**config.mk**
```make
export PLATFORM = sky130hd
export DESIGN_NAME = audio_rx_fifo
export DESIGN_NICKNAME = d
export VERILOG_FILES = /design/src/rtl/audio_rx_pkg.sv /design/src/rtl/rx_pair_store.sv /design/src/rtl/rx_read_shaper.sv /design/src/rtl/rx_threshold.sv /design/src/rtl/audio_rx_fifo.sv
export SDC_FILE = /design/constraint.sdc
export NUM_CORES = 1
export LEC_CHECK = 0
export CAP_MARGIN = 5
export CORE_ASPECT_RATIO = 0.75
export CORE_UTILIZATION = 56
export CTS_CLUSTER_DIAMETER = 100
export DETAILED_ROUTE_END_ITERATION = 10
export GPL_TIMING_DRIVEN = 0
export PLACE_DENSITY_LB_ADDON = 0.05
export SLEW_MARGIN = 0
export SYNTH_ARGS = -nofsm -noshare
export SYNTH_HDL_FRONTEND = slang
export SYNTH_SLANG_ARGS = --single-unit
```
**constraint.sdc**
```tcl
create_clock -name clk -period 25.6 [get_ports clk]
set_input_delay 5.12 -clock clk [delete_from_list [all_inputs] [get_ports clk]]
set_output_delay 5.12 -clock clk [all_outputs]
set_load 0.005 [all_outputs]
```
**src/rtl/audio_rx_pkg.sv**
```systemverilog
package audio_rx_pkg;
  localparam int unsigned WORD_W = 32;

  typedef enum logic [1:0] {
    LAY_DUAL  = 2'd0,
    LAY_PK16  = 2'd1,
    LAY_PK8   = 2'd2,
    LAY_MONO  = 2'd3
  } layout_e;

  // Samples held in the buffer: every stored pair weighs two, minus one
  // when its left half has already been handed out.
  function automatic int unsigned samples_held(int unsigned pairs, logic half_taken);
    return 2 * pairs - (half_taken ? 1 : 0);
  endfunction

  // Word presented to the host for the head pair in the given layout.
  function automatic logic [WORD_W-1:0] shape_word(layout_e lay,
                                                   logic [WORD_W-1:0] l,
                                                   logic [WORD_W-1:0] r,
                                                   logic half_taken);
    case (lay)
      LAY_DUAL: return half_taken ? r : l;
      LAY_PK16: return {r[15:0], l[15:0]};
      LAY_PK8:  return {16'h0000, r[7:0], l[7:0]};
      default:  return l;
    endcase
  endfunction
endpackage

```
**src/rtl/rx_pair_store.sv**
```systemverilog
module rx_pair_store #(
  parameter int unsigned DATA_W = 32,
  parameter int unsigned PAIRS  = 8,
  localparam int unsigned PTR_W = (PAIRS > 1) ? $clog2(PAIRS) : 1,
  localparam int unsigned CNT_W = $clog2(PAIRS + 1)
) (
  input  logic              clk,
  input  logic              rst_n,
  input  logic              push,
  input  logic              pop,
  input  logic [DATA_W-1:0] wr_l,
  input  logic [DATA_W-1:0] wr_r,
  output logic [DATA_W-1:0] head_l,
  output logic [DATA_W-1:0] head_r,
  output logic [CNT_W-1:0]  count,
  output logic              full,
  output logic              empty
);
  logic [DATA_W-1:0] mem_l [PAIRS];
  logic [DATA_W-1:0] mem_r [PAIRS];
  logic [PTR_W-1:0]  wp, rp;

  assign full   = (count == CNT_W'(PAIRS));
  assign empty  = (count == '0);
  assign head_l = mem_l[rp];
  assign head_r = mem_r[rp];

  function automatic logic [PTR_W-1:0] bump(logic [PTR_W-1:0] p);
    return (p == PTR_W'(PAIRS - 1)) ? '0 : p + 1'b1;
  endfunction

  always_ff @(posedge clk) begin
    if (push) begin
      mem_l[wp] <= wr_l;
      mem_r[wp] <= wr_r;
    end
  end

  always_ff @(posedge clk) begin
    if (!rst_n) begin
      wp    <= '0;
      rp    <= '0;
      count <= '0;
    end else begin
      if (push) wp <= bump(wp);
      if (pop)  rp <= bump(rp);
      case ({push, pop})
        2'b10:   count <= count + 1'b1;
        2'b01:   count <= count - 1'b1;
        default: count <= count;
      endcase
    end
  end

  assert_count_bound_R2: assert property (@(posedge clk) disable iff (!rst_n)
    count <= CNT_W'(PAIRS));
endmodule

```
**src/rtl/rx_read_shaper.sv**
```systemverilog
module rx_read_shaper
  import audio_rx_pkg::*;
#(
  parameter int unsigned PAIRS = 8,
  localparam int unsigned CNT_W = $clog2(PAIRS + 1),
  localparam int unsigned LVL_W = CNT_W + 1
) (
  input  logic              clk,
  input  logic              rst_n,
  input  layout_e           lay,
  input  logic              rd_en,
  input  logic              empty,
  input  logic [CNT_W-1:0]  count,
  input  logic [WORD_W-1:0] head_l,
  input  logic [WORD_W-1:0] head_r,
  output logic              pop,
  output logic [WORD_W-1:0] rd_data,
  output logic [LVL_W-1:0]  level
);
  logic half_q;
  logic take;

  assign take    = rd_en && !empty;
  assign pop     = take && (lay != LAY_DUAL || half_q);
  assign rd_data = empty ? '0 : shape_word(lay, head_l, head_r, half_q);
  assign level   = LVL_W'(samples_held(int'(count), half_q));

  always_ff @(posedge clk) begin
    if (!rst_n)    half_q <= 1'b0;
    else if (take) half_q <= (lay == LAY_DUAL) ? !half_q : 1'b0;
  end

  assert_pop_needs_data_R10: assert property (@(posedge clk) disable iff (!rst_n)
    pop |-> !empty);
endmodule

```
**src/rtl/rx_threshold.sv**
```systemverilog
module rx_threshold #(
  parameter int unsigned LVL_W = 5
) (
  input  logic             clk,
  input  logic             rst_n,
  input  logic             wr,
  input  logic [LVL_W-1:0] thr_in,
  input  logic [LVL_W-1:0] level,
  output logic [LVL_W-1:0] thr_rd,
  output logic             req
);
  logic [LVL_W-1:0] thr_q;

  always_ff @(posedge clk) begin
    if (!rst_n)  thr_q <= '0;
    else if (wr) thr_q <= thr_in & ~LVL_W'(1);
  end

  assign thr_rd = thr_q | LVL_W'(1);
  assign req    = level > thr_q;

  assert_req_quiet_empty_R7: assert property (@(posedge clk) disable iff (!rst_n)
    (level == '0) |-> !req);
endmodule

```
**src/rtl/audio_rx_fifo.sv**
```systemverilog
module audio_rx_fifo
  import audio_rx_pkg::*;
#(
  parameter int unsigned PAIRS = 8,
  localparam int unsigned CNT_W = $clog2(PAIRS + 1),
  localparam int unsigned LVL_W = CNT_W + 1
) (
  input  logic              clk,
  input  logic              rst_n,
  input  logic [1:0]        mode_i,
  input  logic              pair_valid_i,
  input  logic [WORD_W-1:0] left_i,
  input  logic [WORD_W-1:0] right_i,
  input  logic              rd_en_i,
  output logic [WORD_W-1:0] rd_data_o,
  input  logic              thr_wr_i,
  input  logic [LVL_W-1:0]  thr_i,
  output logic [LVL_W-1:0]  thr_o,
  output logic [LVL_W-1:0]  level_o,
  output logic              req_o,
  output logic              rx_err_o
);
  logic [WORD_W-1:0] head_l, head_r;
  logic [CNT_W-1:0]  count;
  logic              full, empty;
  logic              pop_evt;
  logic              push_ok;
  logic              drop_evt;
  layout_e           lay;

  assign lay      = layout_e'(mode_i);
  assign push_ok  = pair_valid_i && !full;
  assign drop_evt = pair_valid_i && full;

  rx_pair_store #(.DATA_W(WORD_W), .PAIRS(PAIRS)) u_store (
    .clk(clk), .rst_n(rst_n), .push(push_ok), .pop(pop_evt),
    .wr_l(left_i), .wr_r(right_i), .head_l(head_l), .head_r(head_r),
    .count(count), .full(full), .empty(empty)
  );

  rx_read_shaper #(.PAIRS(PAIRS)) u_shape (
    .clk(clk), .rst_n(rst_n), .lay(lay), .rd_en(rd_en_i), .empty(empty),
    .count(count), .head_l(head_l), .head_r(head_r), .pop(pop_evt),
    .rd_data(rd_data_o), .level(level_o)
  );

  rx_threshold #(.LVL_W(LVL_W)) u_thr (
    .clk(clk), .rst_n(rst_n), .wr(thr_wr_i), .thr_in(thr_i),
    .level(level_o), .thr_rd(thr_o), .req(req_o)
  );

  always_ff @(posedge clk) begin
    if (!rst_n)        rx_err_o <= 1'b0;
    else if (drop_evt) rx_err_o <= 1'b1;
  end

  assert_level_max_R2: assert property (@(posedge clk) disable iff (!rst_n)
    level_o <= LVL_W'(2 * PAIRS));
  assert_push_adds_two_R2: assert property (@(posedge clk) disable iff (!rst_n)
    (push_ok && !rd_en_i) |=> level_o == $past(level_o) + LVL_W'(2));
  assert_left_read_odd_R3: assert property (@(posedge clk) disable iff (!rst_n)
    (rd_en_i && lay == LAY_DUAL && level_o != '0 && !level_o[0] && !pair_valid_i)
    |=> level_o[0]);
  assert_drop_sets_err_R9: assert property (@(posedge clk) disable iff (!rst_n)
    (drop_evt && !rd_en_i) |=> rx_err_o && $stable(level_o));
  assert_err_sticky_R9: assert property (@(posedge clk) disable iff (!rst_n)
    rx_err_o |=> rx_err_o);
  assert_empty_read_R10: assert property (@(posedge clk) disable iff (!rst_n)
    (rd_en_i && level_o == '0 && !pair_valid_i) |=> level_o == '0);
endmodule

```
# After elaboration in Yosys (flattened, before gate mapping)
# Memories as Yosys holds them, arrays and structs flattened. A register that Yosys moved wholly into a read port is not among the register bits.
# Index checks and enable logic that the tools add are counted.
[word_totals] n_memories=2 output_inout_bits=44 ramBits=512 register_bits=16 elab_cells=47
[classes] n_reduce_logical=12 muxes=14 add_sub_neg=5 eq_ne=7 order_cmp=1
[memory_table] memory="u_store.mem_l" depth=8 word_bits=32 read_ports=1 rd_clocked_by_memory_dff=1 wr=1 line="rx_pair_store.sv:19" text="logic [DATA_W-1:0] mem_l [PAIRS];"
[memory_table] memory="u_store.mem_r" depth=8 word_bits=32 read_ports=1 rd_clocked_by_memory_dff=1 wr=1 line="rx_pair_store.sv:20" text="logic [DATA_W-1:0] mem_r [PAIRS];"
[ops] op="$pmux W32 S3" n=1
[ops] op="$mux W32" n=2
[ops] op="$mux W3" n=6
[ops] op="$pmux W4 S2" n=1
[ops] op="$add A3 B1 Y3 const B" n=2
[ops] op="$eq A3 B3 Y1 const B" n=2
[ops] op="$gt A5 B5 Y1" n=1
[ops] op="$sub A5 B5 Y5" n=1
[ops] op="$add A4 B1 Y4 const B" n=1
[ops] op="$eq A2 B1 Y1 const B" n=2
[ops] op="$eq A2 B2 Y1 const B" n=2
[ops] op="$eq A4 B4 Y1 const B" n=1
[ops] op="$logic_and A1 B1 Y1" n=4
[ops] op="$logic_not A4 Y1" n=1
[ops] op="$mux W1" n=4
[ops] op="$reduce_bool A2 Y1" n=2
[ops] op="$sub A4 B1 Y4 const B" n=1
[ops] op="$logic_not A1 Y1" n=3
[ops] op="$logic_not A2 Y1" n=1
[ops] op="$logic_or A1 B1 Y1" n=1

# Longest topological paths before layout
# Gate-level depths: netlist (run 1).
[depth] word_depth=6 mapped_depth=11 mapped_depth_nobuf=9

# By module
# From an unflattened synthesis (run 1), not the netlist that was laid out.
[unflattened] hier_cells=982 area_unflattened_um2=21199.1
[modules_own_cells] mod="rx_pair_store" cells_per_inst=814 instances=1 seq_area_each_um2=15635.0 area_per_inst_um2=19890.3
[modules_own_cells] mod="rx_read_shaper" cells_per_inst=135 instances=1 seq_area_each_um2=20.0 area_per_inst_um2=1002.2
[modules_own_cells] mod="rx_threshold" cells_per_inst=29 instances=1 seq_area_each_um2=80.1 area_per_inst_um2=266.5
[modules_own_cells] mod="audio_rx_fifo" cells_per_inst=4 instances=1 seq_area_each_um2=20.0 area_per_inst_um2=40.0

# Least setup slack after synthesis (run 1)
# OpenSTA, ideal clock, no wires.
[synth_timing] path_kind="input-to-reg" startpoint="input pair_valid_i" endpoint="memory u_store.mem_l[0][0], enable pin" required_time_ps=24956 cell_stages=3 t_arrival_ps=11583 n_path_buf=1 slack_ps=13373 path_cell_list="a21bo_2 clkbuf_1 nor4_1"
[synth_between] elab_chain_len=3
[synth_lines] item="start, declared" line="audio_rx_fifo.sv:11" text="input logic pair_valid_i,"
[synth_lines] item="$logic_and A1 B1 Y1" line="audio_rx_fifo.sv:32" text="assign push_ok = pair_valid_i && !full;"
[synth_lines] item="$mux W1" line="rx_pair_store.sv:33" text="if (push) begin"
[synth_lines] item="$mux W1 (implied by the code)" line="rx_pair_store.sv:34" text="mem_l[wp] <= wr_l;"
[synth_lines] item="end, declared" line="rx_pair_store.sv:19"
# No other way between the ends.

# Worst setup path after layout (run 1)
[layout_timing] startpoint="input mode_i[1]" endpoint="output rd_data_o[29]"
[layout_between] elab_chain_len=3
[layout_lines] item="start, declared" line="audio_rx_fifo.sv:10" text="input logic [1:0] mode_i,"
[layout_lines] item="$eq A2 B2 Y1 (tied with other cells)" line="audio_rx_pkg.sv:22" text="case (lay)"
[layout_lines] item="$pmux W32 S3 (*)" line="audio_rx_pkg.sv:22"
[layout_lines] item="$mux W32 (*)" line="rx_read_shaper.sv:25" text="assign rd_data = empty ? '0 : shape_word(lay, head_l, head_r, half_q);"
[layout_lines] item="end, declared" line="audio_rx_fifo.sv:15" text="output logic [WORD_W-1:0] rd_data_o,"
# Every way passes the cells marked *; elsewhere a longest branch is shown, timed or not.

==> results by stage, run 1 <==
Timing:
- Setup repair after global routing left no endpoint under its margin.
- The final hold violation count came to 0.
- The worst path setup slack after routing is 12.09 ns.
- Adding up every negative setup slack in the final design gives 0 ns.
- The worst pin sits at a relative slew slack of 19.7%.
- The number of pins exceeding their max-slew limit in the final report came to 0.
- The worst path needs 13.51 ns of the cycle, external delays included.
- The final critical path takes up 52.8% of the cycle.
- The transition time at the pin with the least slew margin is 1.20 ns.
- Across the routed clock network, the largest skew measured is 0.0148 ns.
- The number of setup violations in the final report is 0.
- The highest achievable clock rate is 74.0 MHz.

Yosys:
- The flop and latch count out of synthesis is 531.
- The distinct cell type count of the synthesized netlist is 59.
- The share of async-settable or async-resettable flops after synthesis is 0%.
- In the synthesized netlist the dominant register cell turns out to be edfxtp_1.
- The number of nets in the synthesized netlist is 1116.
- The post-synthesis sequential area ratio is 74.5%.
- The cell count after synthesis is 1028.
- After synthesis the cells add up to 0.0212 mm2.
- Averaged over all synthesized cells, the footprint is 20.6 um2.
- The number of synthesized flops with an enable pin is 512.
- During synthesis, Yosys emitted a total of 0 warnings.

Detailed routing:
- In this run the remaining antenna-violating nets after routing total 0.
- The via count is 11100.
- After the first detailed-routing iteration, the DRC count stood at 1249.
- After detailed routing, the number of remaining DRC violations is 0.
- The total wire length is 51.1 mm.
- Dividing the detail-routed wire length by the instance count gives 28.5 um.
- The first detailed-routing pass ran for 5 iterations.
- The via density per instance is 6.18.

Floorplanning:
- The height of the die is 170 um.
- The full die area is 0.0386 mm2.
- The overall die width is 226 um.
- In this run the count of I/O pins placed on the die edge is 120.
- The region available for standard cell placement spans 0.0372 mm2.
- For this configuration, the core starts out at a cell density of 56.9%.
- Row generation in the floorplan step produced 61 rows.

Layout:
- The number of non-filler instances in the completed layout is 1793.
- Leaving out fill and tap cells, the most frequent cell in the layout is edfxtp_1.
- The filler cells instantiated in the layout total 2477.
- The area growth from synthesis to final layout is 19.0%.
- The total area of multi-input combinational cells is 0.00501 mm2.
- The final layout contains 1335 nets.
- In the final layout, the share of cells above drive strength 1 is 23.8%.
- The final core utilization is 67.7%.
- Leaving out fill and tap cells, the most frequent cells in the layout are edfxtp_1, clkdlybuf4s50_1, mux4_2.
- The repair_antennas step left the layout with diodes totalling 0.
- The area used by sequential logic in the layout is 0.0158 mm2.

Placed design:
- The total half-perimeter wirelength after legalization and detailed placement is 34.9 mm.
- Routability-driven placement finished with a final weighted congestion of 0.807.
- The number of placed instances, taps included, is 1698.
- The worst slack at placement is 12.21 ns.
- The number of I/O port buffers is 116.

Outcome:
- The flow ran to the end, and the final reports show no timing, DRC or antenna violations.

Worst setup path:
- The kind of end point of the critical path is an output pin.
- The biggest fanout along the worst timing path is 8.
- The type of element launching the critical path is a primary input.
- STA puts the critical path data required time at 20.48 ns.
- At the worst endpoint, the arrival time is 8.39 ns.
- The worst setup path is of the primary input to output pin kind.

Job:
- Max-cap violations in this run came to 0.

Power:
- The worst supply voltage drop on vdd is 59.5 uV.
- The power density normalized to cell area is 85.0 mW/mm2.
- The static leakage power is 8.12 nW.

Clocking:
- The cell sitting at the root of the clock tree is a clkbuf_16.
- The CTS tree is done.
- CTS saw 531 sinks.
- The post-cts repair resize count is 0.
- The number of buffers inserted during clock tree synthesis is 51.
- The later pin in the worst-skew pair is clocked with a latency of 0.58 ns.
- The clock tree buffer depth is 3.
- Buffers inserted to repair hold after CTS numbered 0.
- The number of setup buffers added after CTS is 0.
- The maximum level of the CTS H-tree is 2.
- After clock tree synthesis, the clock-pin slew on the worst setup and hold paths is 0.06 ns.

Global route:
- The first global-routing pass estimated 73.4 mm of wire.
- Entering global routing, the biggest net connects 27 pins.
- The number of global-route vias before repair is 10800.
- The initial antenna violation count is 1.
- The total overflow left after global routing is 0.
- Global routing used 27.2% of the available tracks across all layers.

Hold path:
- The worst hold-check path type is flip-flop to flip-flop.
stage by stage:
stage | instance area [um2] | power (mW) | hold WS (ns)
floorplan | 21200 | 1.25 | 0.461
global placement | 22900 | 1.43 | 0.462
detailed placement | 23600 | 1.43 | 0.485
CTS | 25200 | 2.15 | 0.503
global route | 25200 | 2.21 | 0.526
finish | 25200 | 2.14 | 0.490
worst paths after layout:
path	slack (ns)	depth (start not counted)	to	from
setup reg to reg	22.40	10	u_store.mem_l[0][20]$_DFFE_PP_	u_store.count[0]$_SDFFE_PN0P_
hold / removal	0.49	2	rx_err_o$_SDFFE_PN0P_	rx_err_o$_SDFFE_PN0P_
hold reg to reg	0.49	2	rx_err_o$_SDFFE_PN0P_	rx_err_o$_SDFFE_PN0P_
setup / recovery	12.09	7	rd_data_o[29]	mode_i[1]
critical path: stages:
cell             delay, ns
clkdlybuf4s50_1       0.60
or3b_2                0.53
clkbuf_1              0.19
nor3_1                0.62
a22oi_1               0.44
o221ai_1              0.29
clkdlybuf4s50_1       0.60
cells by family (layout without fill, tap and decap cells):
group / after synthesis / in the layout / share of synthesized area (%)
muxes: 200 / 200 / 16.1
buffers and inverters: 66 / 327 / 2.09
xor gates and xnor gates: 6 / 6 / 0.248
other: 1 / 1 / 0.0177
adders and majority gates: 12 / 12 / 0.710
DFF: 531 / 531 / 74.5
and+or+nand+nor: 116 / 116 / 2.89
AOI/OAI and AO/OA: 96 / 96 / 3.46
cell type report:
class | count | area share, %
sequential | 531 | 62.6
multi-input combinational | 431 | 19.9
timing repair buffer | 166 | 6.92
clock buffer | 68 | 5.45
tap | 504 | 2.51
buffer | 59 | 1.65
clock inverter | 27 | 0.870
inverter | 7 | 0.104
cells in the mapped netlist, drive strengths merged, types with 3 or more instances:
library cell	n	area [um2]
a32oi	8	70.1
clkbuf	11	52.5
o211a	5	50.1
dfxtp	19	380
nand2	34	128
a22oi	15	113
mux4	105	2420
or3	3	18.8
nand3	5	25.0
edfxtp	512	15400
nor3b	6	45.0
o2111ai	8	70.1
a21oi	12	60.1
buf	47	350
o221ai	9	78.8
ha	12	150
o21a	4	37.5
mux2	33	372
o211ai	11	82.6
nor3	11	55.1
nor4	3	33.8
nand2b	19	119
nor2	21	78.8
xor2	5	43.8
inv	7	26.3
mux2i	62	621
o21ai	11	55.1
layer usage:
| layer | global-route usage [%] | part of all wire [%] | wire length, um |
|---|---|---|---|
| met5 | 0 | 0 | 0 |
| met4 | 8.23 | 2.6 | 1320 |
| met3 | 6.25 | 9.1 | 4640 |
| met2 | 40.3 | 46 | 23300 |
| met1 | 40.5 | 43 | 21800 |
where the power goes:
group,leakage (nW),internal (mW),switching (mW),total (mW)
clock,0.784,0.407,0.314,0.722
sequential,4.81,0.978,0.00867,0.986
combinational,2.53,0.207,0.225,0.431
total,8.12,1.59,0.547,2.14
sequential cells by signal, summed over array words and instances (netlist names), named ones only:
name            flops
u_store.mem_l     256
rx_err_o            1
u_store.wp          3
u_thr.thr_q         4
u_store.count       4
u_shape.half_q      1
u_store.mem_r     256
u_store.rp          3
(Power assumes the default switching activity.)
==> inputs of run 2 (changes only) <==
- CORE_UTILIZATION: 56 -> 54
- clock period: 25.6 -> 11.4 ns (I/O delays scaled with it)
==> results by stage, run 2 (synthesis gave the netlist of run 1 again) <==
Floorplanning:
- The full die area was 0.0400 mm2 (+3.7%).
- The core area is 0.0385 mm2 (+3.5%).
- The number of standard-cell rows in the floorplan is 62 (+1.6%).
- The starting density of the core is 55.0% (-1.9 points).
- The height of the die is 173 um (+1.8%).
- The count of boundary I/O pins is 120 (unchanged).
- The overall die width came to 231 um (+1.8%).

Global route:
- The met1 demand-to-capacity share in global routing is 40.4% (-0.13 points).
- The global-route usage over all layers is 26.0% (-1.2 points).
- The met2 track utilization from global routing is 38.0% (-2.3 points).
- The number of global-route vias before repair was 10900 (+1.1%).
- met1 is the most crowded layer.
- The leftover overflow at the end of global routing is 0 (unchanged).
- The met3 usage was 5.05% (-1.2 points).
- The largest net degree at the start of global routing is 25 (-7.4%).
- The first-pass GRT wire length is 74.2 mm (+1.0%).
- The initial antenna violation count came to 1 (unchanged).

Timing:
- The portion of the clock cycle consumed by the worst path in the final layout is 68.7%.
- Counting I/O delays and the setup requirement, the final critical path takes 7.84 ns.
- The worst setup skew after layout is 0.0174 ns (+0.00268 ns).
- Setup repair after global routing left no endpoint under its margin.
- The number of pins exceeding their max-slew limit in the final report is 0 (unchanged).
- The final setup TNS is 0 ns (unchanged).
- Timing would allow up to 128 MHz.
- The number of setup violations in the final report was 0 (unchanged).
- The final hold violation count is 0 (unchanged).
- The final hold slack came to 0.485 ns (-0.00495 ns).
- The remaining max-slew budget at the tightest pin came to 9.81% (-9.9 points).
- The transition time at the pin with the least slew margin is 1.35 ns (+0.148 ns).

Detailed routing:
- The starting DRC count in detailed routing is 1251 (+0.16%).
- The total wire length is 50.8 mm (-0.59%).
- The DRC violation count after routing is 0 (unchanged).
- The remaining antenna violation count is 0 (unchanged).
- The number of optimization iterations in the first detailed-route pass is 5 (unchanged).
- The wire length per cell after detailed routing is 28.2 um (-1.1%).
- The via density per instance is 6.09 (-1.5%).
- The via count came to 11000 (-1.0%).

Clocking:
- The hold buffer count at cts is 0 (unchanged).
- The post-cts repair resize count came to 0 (unchanged).
- The clock tree buffer depth is 3 (unchanged).
- The clock input transition at the sequential cells of the worst setup and hold paths is 0.06 ns (about the same).
- The tree is rooted in a clkbuf_16.
- TritonCTS built the clock tree.
- The number of buffers inserted during clock tree synthesis is 51 (unchanged).
- The clock net sink count is 531 (unchanged).
- The maximum level of the CTS H-tree was 2 (unchanged).
- The post-CTS setup-driven buffer insertion count came to 0 (unchanged).
- The insertion delay of the later-clocked pin in the worst-skew pair is 0.57 ns (about the same).

Layout:
- The number of non-filler instances in the completed layout is 1802 (+0.50%).
- The number of antenna diodes is 0 (unchanged).
- The largest registers in the layout are u_store.mem_l (256), u_store.mem_r (256).
- In the layout the commonest cells are edfxtp_1, clkdlybuf4s50_1, mux4_2.
- The fraction of layout instances using a drive strength above 1 is 24.1% (+0.29 points).
- Leaving out fill and tap cells, the most frequent cell in the layout is edfxtp_1.
- Compared with the post-synthesis result, the final layout area differs by 19.1%.
- The total number of nets in the final design is 1339 (+0.30%).

Hold path:
- The instance count along the most critical hold path is 2 (unchanged).
- The min-delay analysis places its worst path in the category flip-flop to flip-flop.
- The startpoint identified for the worst hold timing path is rx_err_o$_SDFFE_PN0P_.

Power:
- The static leakage power is 8.13 nW (+0.13%).
- The power density normalized to cell area is 188 mW/mm2 (+120%).
- The worst supply voltage drop on vdd is 140 uV (+140%).

Worst setup path:
- In this run the critical register-to-register path is launched from u_store.count[0]$_SDFFE_PN0P_.
- The biggest fanout along the worst timing path is 8 (unchanged).
- The origin of the worst setup path is mode_i[1].
- The critical path arrival is 5.56 ns (-2.83 ns).
- The critical path is of the primary input to output pin type.
- The type of element launching the critical path is a primary input.
- The kind of end point of the critical path is an output pin.
- The depth of the worst register-to-register path came to 11 (+1).
- The required time of the critical path is 9.12 ns (-11.36 ns).

Outcome:
- The flow ran to the end, and the final reports show no timing, DRC or antenna violations.

Placed design:
- The total half-perimeter wirelength after legalization and detailed placement is 35.1 mm (+0.63%).
- The count of placed standard cells including taps is 1710 (+0.71%).
- The number of I/O port buffers is 116 (unchanged).
- The final estimated routing congestion in global placement is 0.804 (-0.46%).

Job:
- The number of max-cap violations came to 0 (unchanged).
-- run 2: power breakdown --
group          internal (mW)  switching (mW)
clock                  0.879           0.690
combinational          0.465           0.499
sequential              2.20          0.0187
-- run 2: layer usage --
metal  wire, um  part of all wire [%]
met1      23000                    45
met2      22600                    45
met3       3990                   7.8
met4       1210                   2.4
met5          0                     0
-- run 2: final cells by class --
type                       instances  area, um2
sequential                       531      15800
inverter                           7       26.3
timing repair buffer             170       1830
buffer                            59        415
tap                              512        641
fill                            2635      13300
clock buffer                      65       1350
multi-input combinational        431       5010
clock inverter                    27        183
-- run 2: critical path, cell delays in order --
cell and delay (ns):
clkdlybuf4s50_1 0.60, or3b_2 0.53, clkbuf_1 0.17, nor3_1 0.65
a22oi_1 0.43, o221ai_1 0.29, clkdlybuf4s50_1 0.59
-- run 2: worst paths after layout --
kind	endpoint	slack, ns
max reg2reg	u_store.count[2]$_SDFFE_PN0P_	8.46
max	rd_data_o[29]	3.56
min	rx_err_o$_SDFFE_PN0P_	0.48
min reg2reg	rx_err_o$_SDFFE_PN0P_	0.48
-- run 2: stage by stage --
stage	area, um2	util [%]	power (mW)	setup slack (ns)
floorplan	21200	-	2.80	2.01
global placement	23000	59.7	3.22	-5.64
detailed placement	23700	61.5	3.22	3.62
CTS	25200	65.5	4.78	3.62
global route	25200	65.5	4.90	3.42
finish	25200	65.5	4.75	3.56
